--- config.mk ---
export PLATFORM = sky130hd
export DESIGN_NAME = qz_out_quant
export DESIGN_NICKNAME = d
export VERILOG_FILES = /design/src/rtl/qz_pkg.sv /design/src/rtl/qz_round.sv /design/src/rtl/qz_sat.sv /design/src/rtl/qz_out_quant.sv
export SDC_FILE = /design/constraint.sdc
export NUM_CORES = 1
export LEC_CHECK = 0
export CORE_ASPECT_RATIO = 1.75
export CORE_UTILIZATION = 39
export CTS_CLUSTER_DIAMETER = 150
export CTS_CLUSTER_SIZE = 25
export DETAILED_ROUTE_END_ITERATION = 7
export GPL_TIMING_DRIVEN = 1
export PLACE_DENSITY = 0.76
export SETUP_SLACK_MARGIN = 0.05
export SYNTH_ARGS = -nofsm -noshare
export SYNTH_HDL_FRONTEND = slang
export SYNTH_HIERARCHICAL = 1
export SYNTH_SLANG_ARGS = --single-unit
--- constraint.sdc ---
create_clock -name clk -period 1.6 [get_ports clk]
set_input_delay 0.4 -clock clk [delete_from_list [all_inputs] [get_ports clk]]
set_output_delay 0.4 -clock clk [all_outputs]
set_load 0.005 [all_outputs]
--- src/rtl/qz_pkg.sv ---
package qz_pkg;
  typedef enum logic [2:0] {
    QZ_PASS  = 3'd0,
    QZ_TRUNC = 3'd1,
    QZ_CONV  = 3'd2,
    QZ_RUP   = 3'd3,
    QZ_SAT   = 3'd4
  } qz_mode_e;
endpackage

--- src/rtl/qz_round.sv ---
// Rounding of the kept field: computes the increment and clamps at +max.
module qz_round #(
  parameter int W_OUT = 8,
  parameter int DROP  = 4
) (
  input  logic [W_OUT-1:0] kept,
  input  logic [DROP-1:0]  frac,
  input  logic             conv_sel,
  output logic [W_OUT-1:0] rounded
);
  localparam logic [W_OUT-1:0] POS_MAX = {1'b0, {(W_OUT-1){1'b1}}};
  localparam logic [DROP-1:0]  HALF    = DROP'(1) << (DROP-1);

  logic half_bit;
  logic below_half;
  logic inc;

  always_comb begin
    half_bit   = frac[DROP-1];
    below_half = |(frac & ~HALF);
    // convergent: tie goes to even; round-up: carry in the half bit
    inc = conv_sel ? (half_bit & (below_half | kept[0])) : half_bit;
    if (inc && kept == POS_MAX)
      rounded = POS_MAX;
    else
      rounded = kept + {{(W_OUT-1){1'b0}}, inc};
  end
endmodule

--- src/rtl/qz_sat.sv ---
// Clamp a signed KW-bit field into the W_OUT-bit two's-complement range.
module qz_sat #(
  parameter int KW    = 12,
  parameter int W_OUT = 8
) (
  input  logic [KW-1:0]    field,
  output logic [W_OUT-1:0] limited
);
  localparam logic [W_OUT-1:0] POS_MAX = {1'b0, {(W_OUT-1){1'b1}}};
  localparam logic [W_OUT-1:0] NEG_MIN = {1'b1, {(W_OUT-1){1'b0}}};

  generate
    if (KW > W_OUT) begin : g_clip
      logic signed [KW-1:0] sfield;
      logic signed [KW-1:0] hi_lim;
      logic signed [KW-1:0] lo_lim;
      always_comb begin
        sfield = $signed(field);
        hi_lim = $signed({{(KW-W_OUT){1'b0}}, POS_MAX});
        lo_lim = $signed({{(KW-W_OUT){1'b1}}, NEG_MIN});
        if (sfield > hi_lim)
          limited = POS_MAX;
        else if (sfield < lo_lim)
          limited = NEG_MIN;
        else
          limited = field[W_OUT-1:0];
      end
    end else begin : g_fit
      always_comb limited = W_OUT'(field);
    end
  endgenerate
endmodule

--- src/rtl/qz_out_quant.sv ---
module qz_out_quant #(
  parameter int W_IN  = 16,
  parameter int W_OUT = 8,
  parameter int DROP  = 4,
  parameter int W_CH  = 4
) (
  input  logic             clk,
  input  logic             rst,
  input  logic             i_vld,
  input  logic [W_IN-1:0]  i_data,
  input  logic [W_CH-1:0]  i_chan,
  input  logic             i_sop,
  input  logic             i_eop,
  input  logic [2:0]       i_mode,
  output logic             o_vld,
  output logic [W_OUT-1:0] o_data,
  output logic [W_CH-1:0]  o_chan,
  output logic             o_sop,
  output logic             o_eop
);
  import qz_pkg::*;

  localparam int KW = W_IN - DROP;
  localparam logic [W_OUT-1:0] POS_MAX = {1'b0, {(W_OUT-1){1'b1}}};
  localparam logic [W_OUT-1:0] NEG_MIN = {1'b1, {(W_OUT-1){1'b0}}};
  localparam logic [DROP-1:0]  HALF    = DROP'(1) << (DROP-1);

  qz_mode_e         mode;
  logic [KW-1:0]    field;
  logic [W_OUT-1:0] kept;
  logic [DROP-1:0]  frac;
  logic [W_OUT-1:0] rnd_val;
  logic [W_OUT-1:0] sat_val;
  logic [W_OUT-1:0] nxt_data;

  assign mode  = qz_mode_e'(i_mode);
  assign field = i_data[W_IN-1:DROP];
  assign kept  = i_data[DROP+W_OUT-1:DROP];
  assign frac  = i_data[DROP-1:0];

  qz_round #(.W_OUT(W_OUT), .DROP(DROP)) u_round (
    .kept     (kept),
    .frac     (frac),
    .conv_sel (mode == QZ_CONV),
    .rounded  (rnd_val)
  );

  qz_sat #(.KW(KW), .W_OUT(W_OUT)) u_sat (
    .field   (field),
    .limited (sat_val)
  );

  always_comb begin
    unique case (mode)
      QZ_PASS:         nxt_data = i_data[W_OUT-1:0];
      QZ_CONV, QZ_RUP: nxt_data = rnd_val;
      QZ_SAT:          nxt_data = sat_val;
      default:         nxt_data = kept;
    endcase
  end

  always_ff @(posedge clk) begin
    if (rst) begin
      o_vld  <= 1'b0;
      o_data <= '0;
      o_chan <= '0;
      o_sop  <= 1'b0;
      o_eop  <= 1'b0;
    end else begin
      o_vld  <= i_vld;
      o_chan <= i_chan;
      o_sop  <= i_sop;
      o_eop  <= i_eop;
      if (i_vld) o_data <= nxt_data;
    end
  end

  // valid follows the input one cycle later
  p_vld_delay_r8: assert property (@(posedge clk) disable iff (rst)
    i_vld |=> o_vld);
  // idle cycles leave the output word alone
  p_idle_hold_r9: assert property (@(posedge clk) disable iff (rst)
    !i_vld |=> $stable(o_data));
  // truncation keeps the field above the dropped bits
  p_trunc_r2: assert property (@(posedge clk) disable iff (rst)
    (i_vld && i_mode == 3'd1) |=> o_data == $past(i_data[DROP+W_OUT-1:DROP]));
  // positive overflow lands on the maximum
  p_sat_hi_r5: assert property (@(posedge clk) disable iff (rst)
    (i_vld && i_mode == 3'd4 && !i_data[W_IN-1] && |i_data[W_IN-1:DROP+W_OUT-1])
      |=> o_data == POS_MAX);
  // negative overflow lands on the minimum
  p_sat_lo_r5: assert property (@(posedge clk) disable iff (rst)
    (i_vld && i_mode == 3'd4 && i_data[W_IN-1] && !(&i_data[W_IN-1:DROP+W_OUT-1]))
      |=> o_data == NEG_MIN);
  // rounding never wraps past the maximum
  p_no_overflow_r6: assert property (@(posedge clk) disable iff (rst)
    (i_vld && (i_mode == 3'd2 || i_mode == 3'd3) && kept == POS_MAX)
      |=> o_data == POS_MAX);
  // an exact half rounds to an even result
  p_tie_even_r3: assert property (@(posedge clk) disable iff (rst)
    (i_vld && i_mode == 3'd2 && frac == HALF && kept != POS_MAX) |=> !o_data[0]);
endmodule

==> results of run 1 <==
-- logic make-up (layout without fill, tap and decap cells) --
logic type / after synthesis / in the layout
compound gates: 37 / 37
xor+xnor: 3 / 3
fa+ha+maj: 1 / 1
buf+inv: 13 / 80
flops: 15 / 15
mux: 2 / 2
simple gates: 59 / 59
-- path summary, 6_finish.rpt --
path                                                to  slack (ns)  cells past startpoint
worst max-delay path                         o_data[4]        0.10                      1
worst min register to register  o_data[7]$_SDFFE_PP0P_        0.45                      2
worst min-delay path            o_data[7]$_SDFFE_PP0P_        0.45                      2
worst max register to register  o_data[4]$_SDFFE_PP0P_        1.03                      2
-- cell usage after synthesis (3+ instances only) --
| master | instances |
|---|---|
| dfxtp_1 | 15 |
| nor2b_1 | 14 |
| nand2_1 | 13 |
| nor2_1 | 10 |
| nand4_1 | 8 |
| o221ai_1 | 8 |
| a2111oi_0 | 7 |
| a221oi_1 | 7 |
| o21ai_0 | 7 |
| nand2b_1 | 4 |
| a21oi_1 | 3 |
| buf_2 | 3 |
| buf_4 | 3 |
| buf_6 | 3 |
-- final cells by class --
type                            instances  area, µm²
Inverter                                2       7.51
Multi-Input combinational cell        102        800
Tap cell                               27       33.8
Fill cell                             223        846
Sequential cell                        15        300
Clock buffer                            4       45.0
Timing Repair Buffer                   74        658
-- timing repair --
| action | CTS | global route |
|---|---|---|
| setup endpoints to repair | 8 | 8 |
| resized for setup | 49 | 15 |
| pin swaps | 19 | 6 |
| buffers inserted | 2 | 1 |
-- sequential cells by signal, summed over array words and instances (netlist names) --
name	flops
o_data	8
o_vld	1
o_eop	1
o_sop	1
o_chan	4
-- per-layer routing --
metal / up-vias / part of all wire [%]
met5: - / 0
li1: 628 / -
met2: 60 / 56
met3: 15 / 5.2
met4: 0 / 3.2
met1: 616 / 35
-- power by group --
part / internal (mW) / switching [mW] / leakage, nW
clock network: 0.176 / 0.114 / 0.0228
logic: 0.209 / 0.170 / 0.588
registers: 0.400 / 0.0112 / 0.125
total: 0.785 / 0.295 / 0.735
-- per-stage QoR --
stage	util [%]	power, mW	setup WS (ns)
final	68.6	1.08	0.101
after global routing	68.6	1.14	0.0425
after CTS	68.0	1.08	0.0500
after detailed placement	63.4	0.770	-0.603
after global placement	63.4	0.763	-0.630
after floorplan	-	0.565	0.0549
==> out/metrics.cfg, run 1 <==
[outcome]
status=finished clean

[timing]
rsz0062_at_grt=false
hold_slack_ns=0.448
finalHoldViolCount=0
drv_slew=0
tns_ns=0
finalCriticalPeriod_ns=1.50
finalSetupViolations=0
tightestPinTransition_ns=0.533
timing.final.crit_share_pct=93.7
skew_ns=0
timing.fmax_ghz=0.667
relSlewSlack_pct=64.3

[yosys]
muxShareOfSynthArea_pct=2.96
synth-seq-cells=15
synth-simple-area-share_pct=31.5
synth_top_family_by_area=simple AND/OR/NAND/NOR gates
yosys-top-cells-area=dfxtp_1 (27%), nor2b_1 (8.0%), o221ai_1 (6.4%)
synth_fa_ha_area_share_pct=1.14
synth_top_area_cell=dfxtp_1
synth_cell_types=33
seq_area_frac_synth_pct=27.3
synth_xor_area_share_pct=2.39
syn-num-nets=159
synth-async-reset-ratio_pct=0
yosys_warnings=6
syn_inst=130
synth-main-ff-cell=dfxtp_1
synth_compound_area_share_pct=26.8
syn_area_per_cell_um2=8.46
netlist.area_leader.share_pct=27.3
synth_edf_count=0
synth.cell_area_mm2=0.00110

[pwr]
p_leak_nw=0.735
irDropWorstVdd_mv=0.587
power.density_mw_per_mm2=585

[layout]
area_growth_syn_to_layout_pct=67.7
drive_gt1_share_pct=30.5
final_cells=224
diodes=0
final_cell_mix=buf_4 (26), clkdlybuf4s50_1 (24), dfxtp_1 (15), nor2b_1 (14), nand2_1 (13)
fin_nets=227
final_common_cell=buf_4
design_area_mm2=0.00184

[route]
wl_mm=3.63
wl_per_cell_um=16.2
dr.first_iter.drc_count=30
ant_nets=0
firstDrtPassIters=4
drc=0
vias=1319
drt-vias-per-instance=5.89

[critical_path]
rr_startpoint=o_data[4]$_SDFFE_PP0P_
crit_path_top_delay_cell=clkdlybuf4s50_1
path_class=register to output pin
startpoint=o_data[4]$_SDFFE_PP0P_
arrival_ns=1.10
endpoint_kind=output pin
critPathRequiredTime_ns=1.20
crit_chain=clkdlybuf4s50_1
max_stage_delay_ns=0.52
critPathMaxFanout=2
crit_family=buffers and inverters
critPathBufInv=1
crit_path_start_kind=register

[floorplanning]
die_width_um=42.1
die_area_mm2=0.00304
coreArea_mm2=0.00269
start_util_pct=40.9
fp.dieH_um=72.3
io_pins=43
fp-row-count=25

[min_path]
hp-start=o_data[7]$_SDFFE_PP0P_
hold_path.class=register to register

[cts]
postCtsHoldBufs=0
clk_latency_ns=0.24
cts_sinks=15
numCtsBuffers=3
cts_root_buf=clkbuf_8
tritoncts=built
cts.clk_slew.worst_paths_ns=0.06
clk_path_buf_depth=2
htreeDepth=1

[grt]
grtUsageMet1_pct=25.3
grt_pass1_vias=1425
track_usage_pct=25.5
top_usage_layer=met2
use_met3_pct=2.74
grt_use_met2_pct=50.5
grt_first_pass_wirelength_mm=6.18
antenna_found_initial=0
grt_overflow=0
grt_max_degree=18

[placed_design]
dp_cells=218
io_buffers=42
finalWeightedCongestion=0.958
place_hpwl_mm=2.78
placed_area_mm2=0.00171

[flow_run]
cap_violations=0

Power figures use the tool's default switching activity.
==> run 2, diff against run 1 <==
- ABC_AREA: unset -> 1
- CORE_UTILIZATION: 39 -> 40
- HOLD_SLACK_MARGIN: unset -> 0.1
==> out/metrics.cfg, run 2 <==
[yosys]
syn-num-nets=212  ; +33%
synth-async-reset-ratio_pct=0  ; unchanged
synth_top_area_cell=dfxtp_1
yosys-top-cells-area=dfxtp_1 (26%), nand2_1 (16%), nand3_1 (9.4%)
seq_area_frac_synth_pct=25.6  ; -1.7 points
synth_edf_count=0  ; unchanged
syn_area_per_cell_um2=6.41  ; -24%
yosys_warnings=6  ; unchanged
syn_inst=183  ; +41%
synth-seq-cells=15  ; unchanged
netlist_top_cells_count=nand2_1 (49), inv_1 (26), nand3_1 (22)
synth-main-ff-cell=dfxtp_1
synth.cell_area_mm2=0.00117  ; +6.7%
synth_cell_types=24  ; -27%
netlist.area_leader.share_pct=25.6  ; -1.7 points
synth_most_common_cell=nand2_1

[cts]
cts.clk_slew.worst_paths_ns=0.05  ; about the same
cts_sinks=15  ; unchanged
cts_root_buf=clkbuf_8
htreeDepth=1  ; unchanged
numCtsBuffers=3  ; unchanged
tritoncts=built
clk_path_buf_depth=2  ; unchanged
clk_latency_ns=0.24  ; about the same

[grt]
grt_first_pass_wirelength_mm=5.17  ; -16%
grtUsageMet1_pct=19.2  ; -6.2 points
top_usage_layer=met2
grt_max_degree=18  ; unchanged
track_usage_pct=20.9  ; -4.5 points
grt_use_met2_pct=40.9  ; -9.6 points
use_met3_pct=2.95  ; +0.21 points
grt_pass1_vias=1282  ; -10%
grt_overflow=0  ; unchanged
antenna_found_initial=0  ; unchanged

[critical_path]
crit_chain=clkdlybuf4s50_1
arrival_ns=1.09  ; about the same
startpoint=o_data[2]$_SDFFE_PP0P_
path_class=register to output pin
max_stage_delay_ns=0.50  ; -0.02 ns
crit_family=buffers and inverters
critPathBufInv=1  ; unchanged
crit_path_start_kind=register
critPathRequiredTime_ns=1.20  ; about the same
rr_startpoint=o_data[2]$_SDFFE_PP0P_
critPathMaxFanout=2  ; unchanged
endpoint_kind=output pin
crit_path_top_delay_cell=clkdlybuf4s50_1

[floorplanning]
die_area_mm2=0.00316  ; +3.9%
die_width_um=42.9  ; +1.9%
start_util_pct=42.6  ; +1.8 points
coreArea_mm2=0.00275  ; +2.3%
fp-row-count=25  ; unchanged
io_pins=43  ; unchanged
fp.dieH_um=73.7  ; +1.9%

[layout]
drive_gt1_share_pct=27.8  ; -2.7 points
fin_nets=275  ; +21%
regArea_um2=300  ; unchanged
fill_cells=251  ; +13%
largest_register_ffs=8  ; unchanged
diodes=0  ; unchanged
final_util_pct=67.1  ; -1.5 points
final_common_cell=nand2_1
reg_top3=o_data: 8 flops, o_chan: 4 flops
area_growth_syn_to_layout_pct=57.4
multiInputGateArea_um2=771  ; -3.6%
final_cell_mix=nand2_1 (47), clkdlybuf4s50_1 (26), inv_1 (24), nand3_1 (20), buf_4 (20)
largest-register=o_data

[route]
vias=1391  ; +5.5%
wl_mm=3.08  ; -15%
drt-vias-per-instance=5.11  ; -13%
ant_nets=0  ; unchanged
firstDrtPassIters=4  ; unchanged
wl_per_cell_um=11.3  ; -30%
drc=0  ; unchanged
dr.first_iter.drc_count=26  ; -13%

[min_path]
hold_path.class=register to register
hp-start=o_data[3]$_SDFFE_PP0P_

[timing]
hold_slack_ns=0.461  ; +0.0130 ns
finalCriticalPeriod_ns=1.49  ; -0.0117 ns
timing.fmax_ghz=0.672  ; +0.78%
relSlewSlack_pct=74.4  ; +10 points
rsz0062_at_grt=true
skew_ns=0  ; unchanged
timing.final.crit_share_pct=93.0  ; -0.73 points
finalHoldViolCount=0  ; unchanged
drv_slew=0  ; unchanged
finalSetupViolations=0  ; unchanged
tightestPinTransition_ns=0.384  ; -0.149 ns

[pwr]
power.density_mw_per_mm2=580  ; -0.94%
irDropWorstVdd_mv=0.262  ; -55%
p_leak_nw=0.900  ; +22%

[outcome]
status=finished clean

[placed_design]
io_buffers=42  ; unchanged
finalWeightedCongestion=0.899  ; -6.2%
place_hpwl_mm=2.39  ; -14%

[flow_run]
cap_violations=0  ; unchanged

-- run 2: cell types whose count changed after synthesis, moves of 5 or more --
cell       change
a2111oi_0      -7
a21oi_1        +9
a221oi_1       -7
inv_1         +24
nand2_1       +36
nand2_2        +5
nand3_1       +20
nand3_2        +7
nand4_1        -6
nor2b_1       -14
o21ai_0        -7
o21ai_1        +6
o221ai_1       -8
-- run 2: report_power, final --
part           total [mW]  switching [mW]  leakage [nW]  internal [mW]
registers           0.407         0.00923         0.124          0.398
logic               0.368           0.180         0.753          0.188
clock network       0.296           0.120        0.0228          0.176
total                1.07           0.309         0.900          0.762
-- run 2: timing repair --
item | in CTS | in global routing
resized for setup | 14 | 30
pin swaps | 4 | 14
hold buffers | 0 | 0
cloned | 0 | 0
endpoints found under the setup margin | 8 | 8
setup buffers | 2 | 0
-- run 2: kinds of logic (layout without fill, tap and decap cells) --
group	count (synthesis)	after routing	share of synthesized area (%)
compound gates	27	27	14.3
xor+xnor	3	3	2.24
fa+ha+maj	1	1	1.07
buf+inv	34	96	14.3
flops	15	15	25.6
simple gates	103	103	42.5
-- run 2: worst min-delay path, cell delays in order, from the launching register on --
cell     delay [ns]
dfxtp_1        0.31
nand2_1        0.06
a21oi_1        0.05
-- run 2: worst paths after layout --
kind,to,slack [ns],cells after the start
setup / recovery,o_data[2],0.11,1
hold reg to reg,o_data[3]$_SDFFE_PP0P_,0.46,2
setup reg to reg,o_data[2]$_SDFFE_PP0P_,0.98,2
hold / removal,o_data[3]$_SDFFE_PP0P_,0.46,2
-- run 2: per-layer routing --
| metal | part of all wire, % | up-vias |
|---|---|---|
| met5 | 0 | - |
| met4 | 5.2 | 0 |
| met3 | 3.9 | 14 |
| met2 | 56 | 56 |
| met1 | 35 | 617 |
| li1 | - | 704 |
-- run 2: layout make-up --
cell class,count,area share (%)
Inverter,29,6.57
Multi-Input combinational cell,134,41.7
Tap cell,27,1.83
Sequential cell,15,16.3
Timing Repair Buffer,63,31.2
Clock buffer,4,2.44
-- run 2: per-stage QoR --
| step | cell area [µm²] | total power [mW] | setup TNS, ns | setup slack (ns) | std cells |
|---|---|---|---|---|---|
| finish | 1850 | 1.07 | 0 | 0.112 | 272 |
| detailed placement | 1740 | 0.774 | -3.36 | -0.509 | 266 |
| global placement | 1740 | 0.770 | -3.23 | -0.482 | 266 |
| floorplan | 1180 | 0.579 | 0 | 0.0585 | 183 |
| CTS | 1800 | 1.07 | 0 | 0.0581 | 272 |
| global route | 1850 | 1.14 | 0 | 0.0106 | 272 |
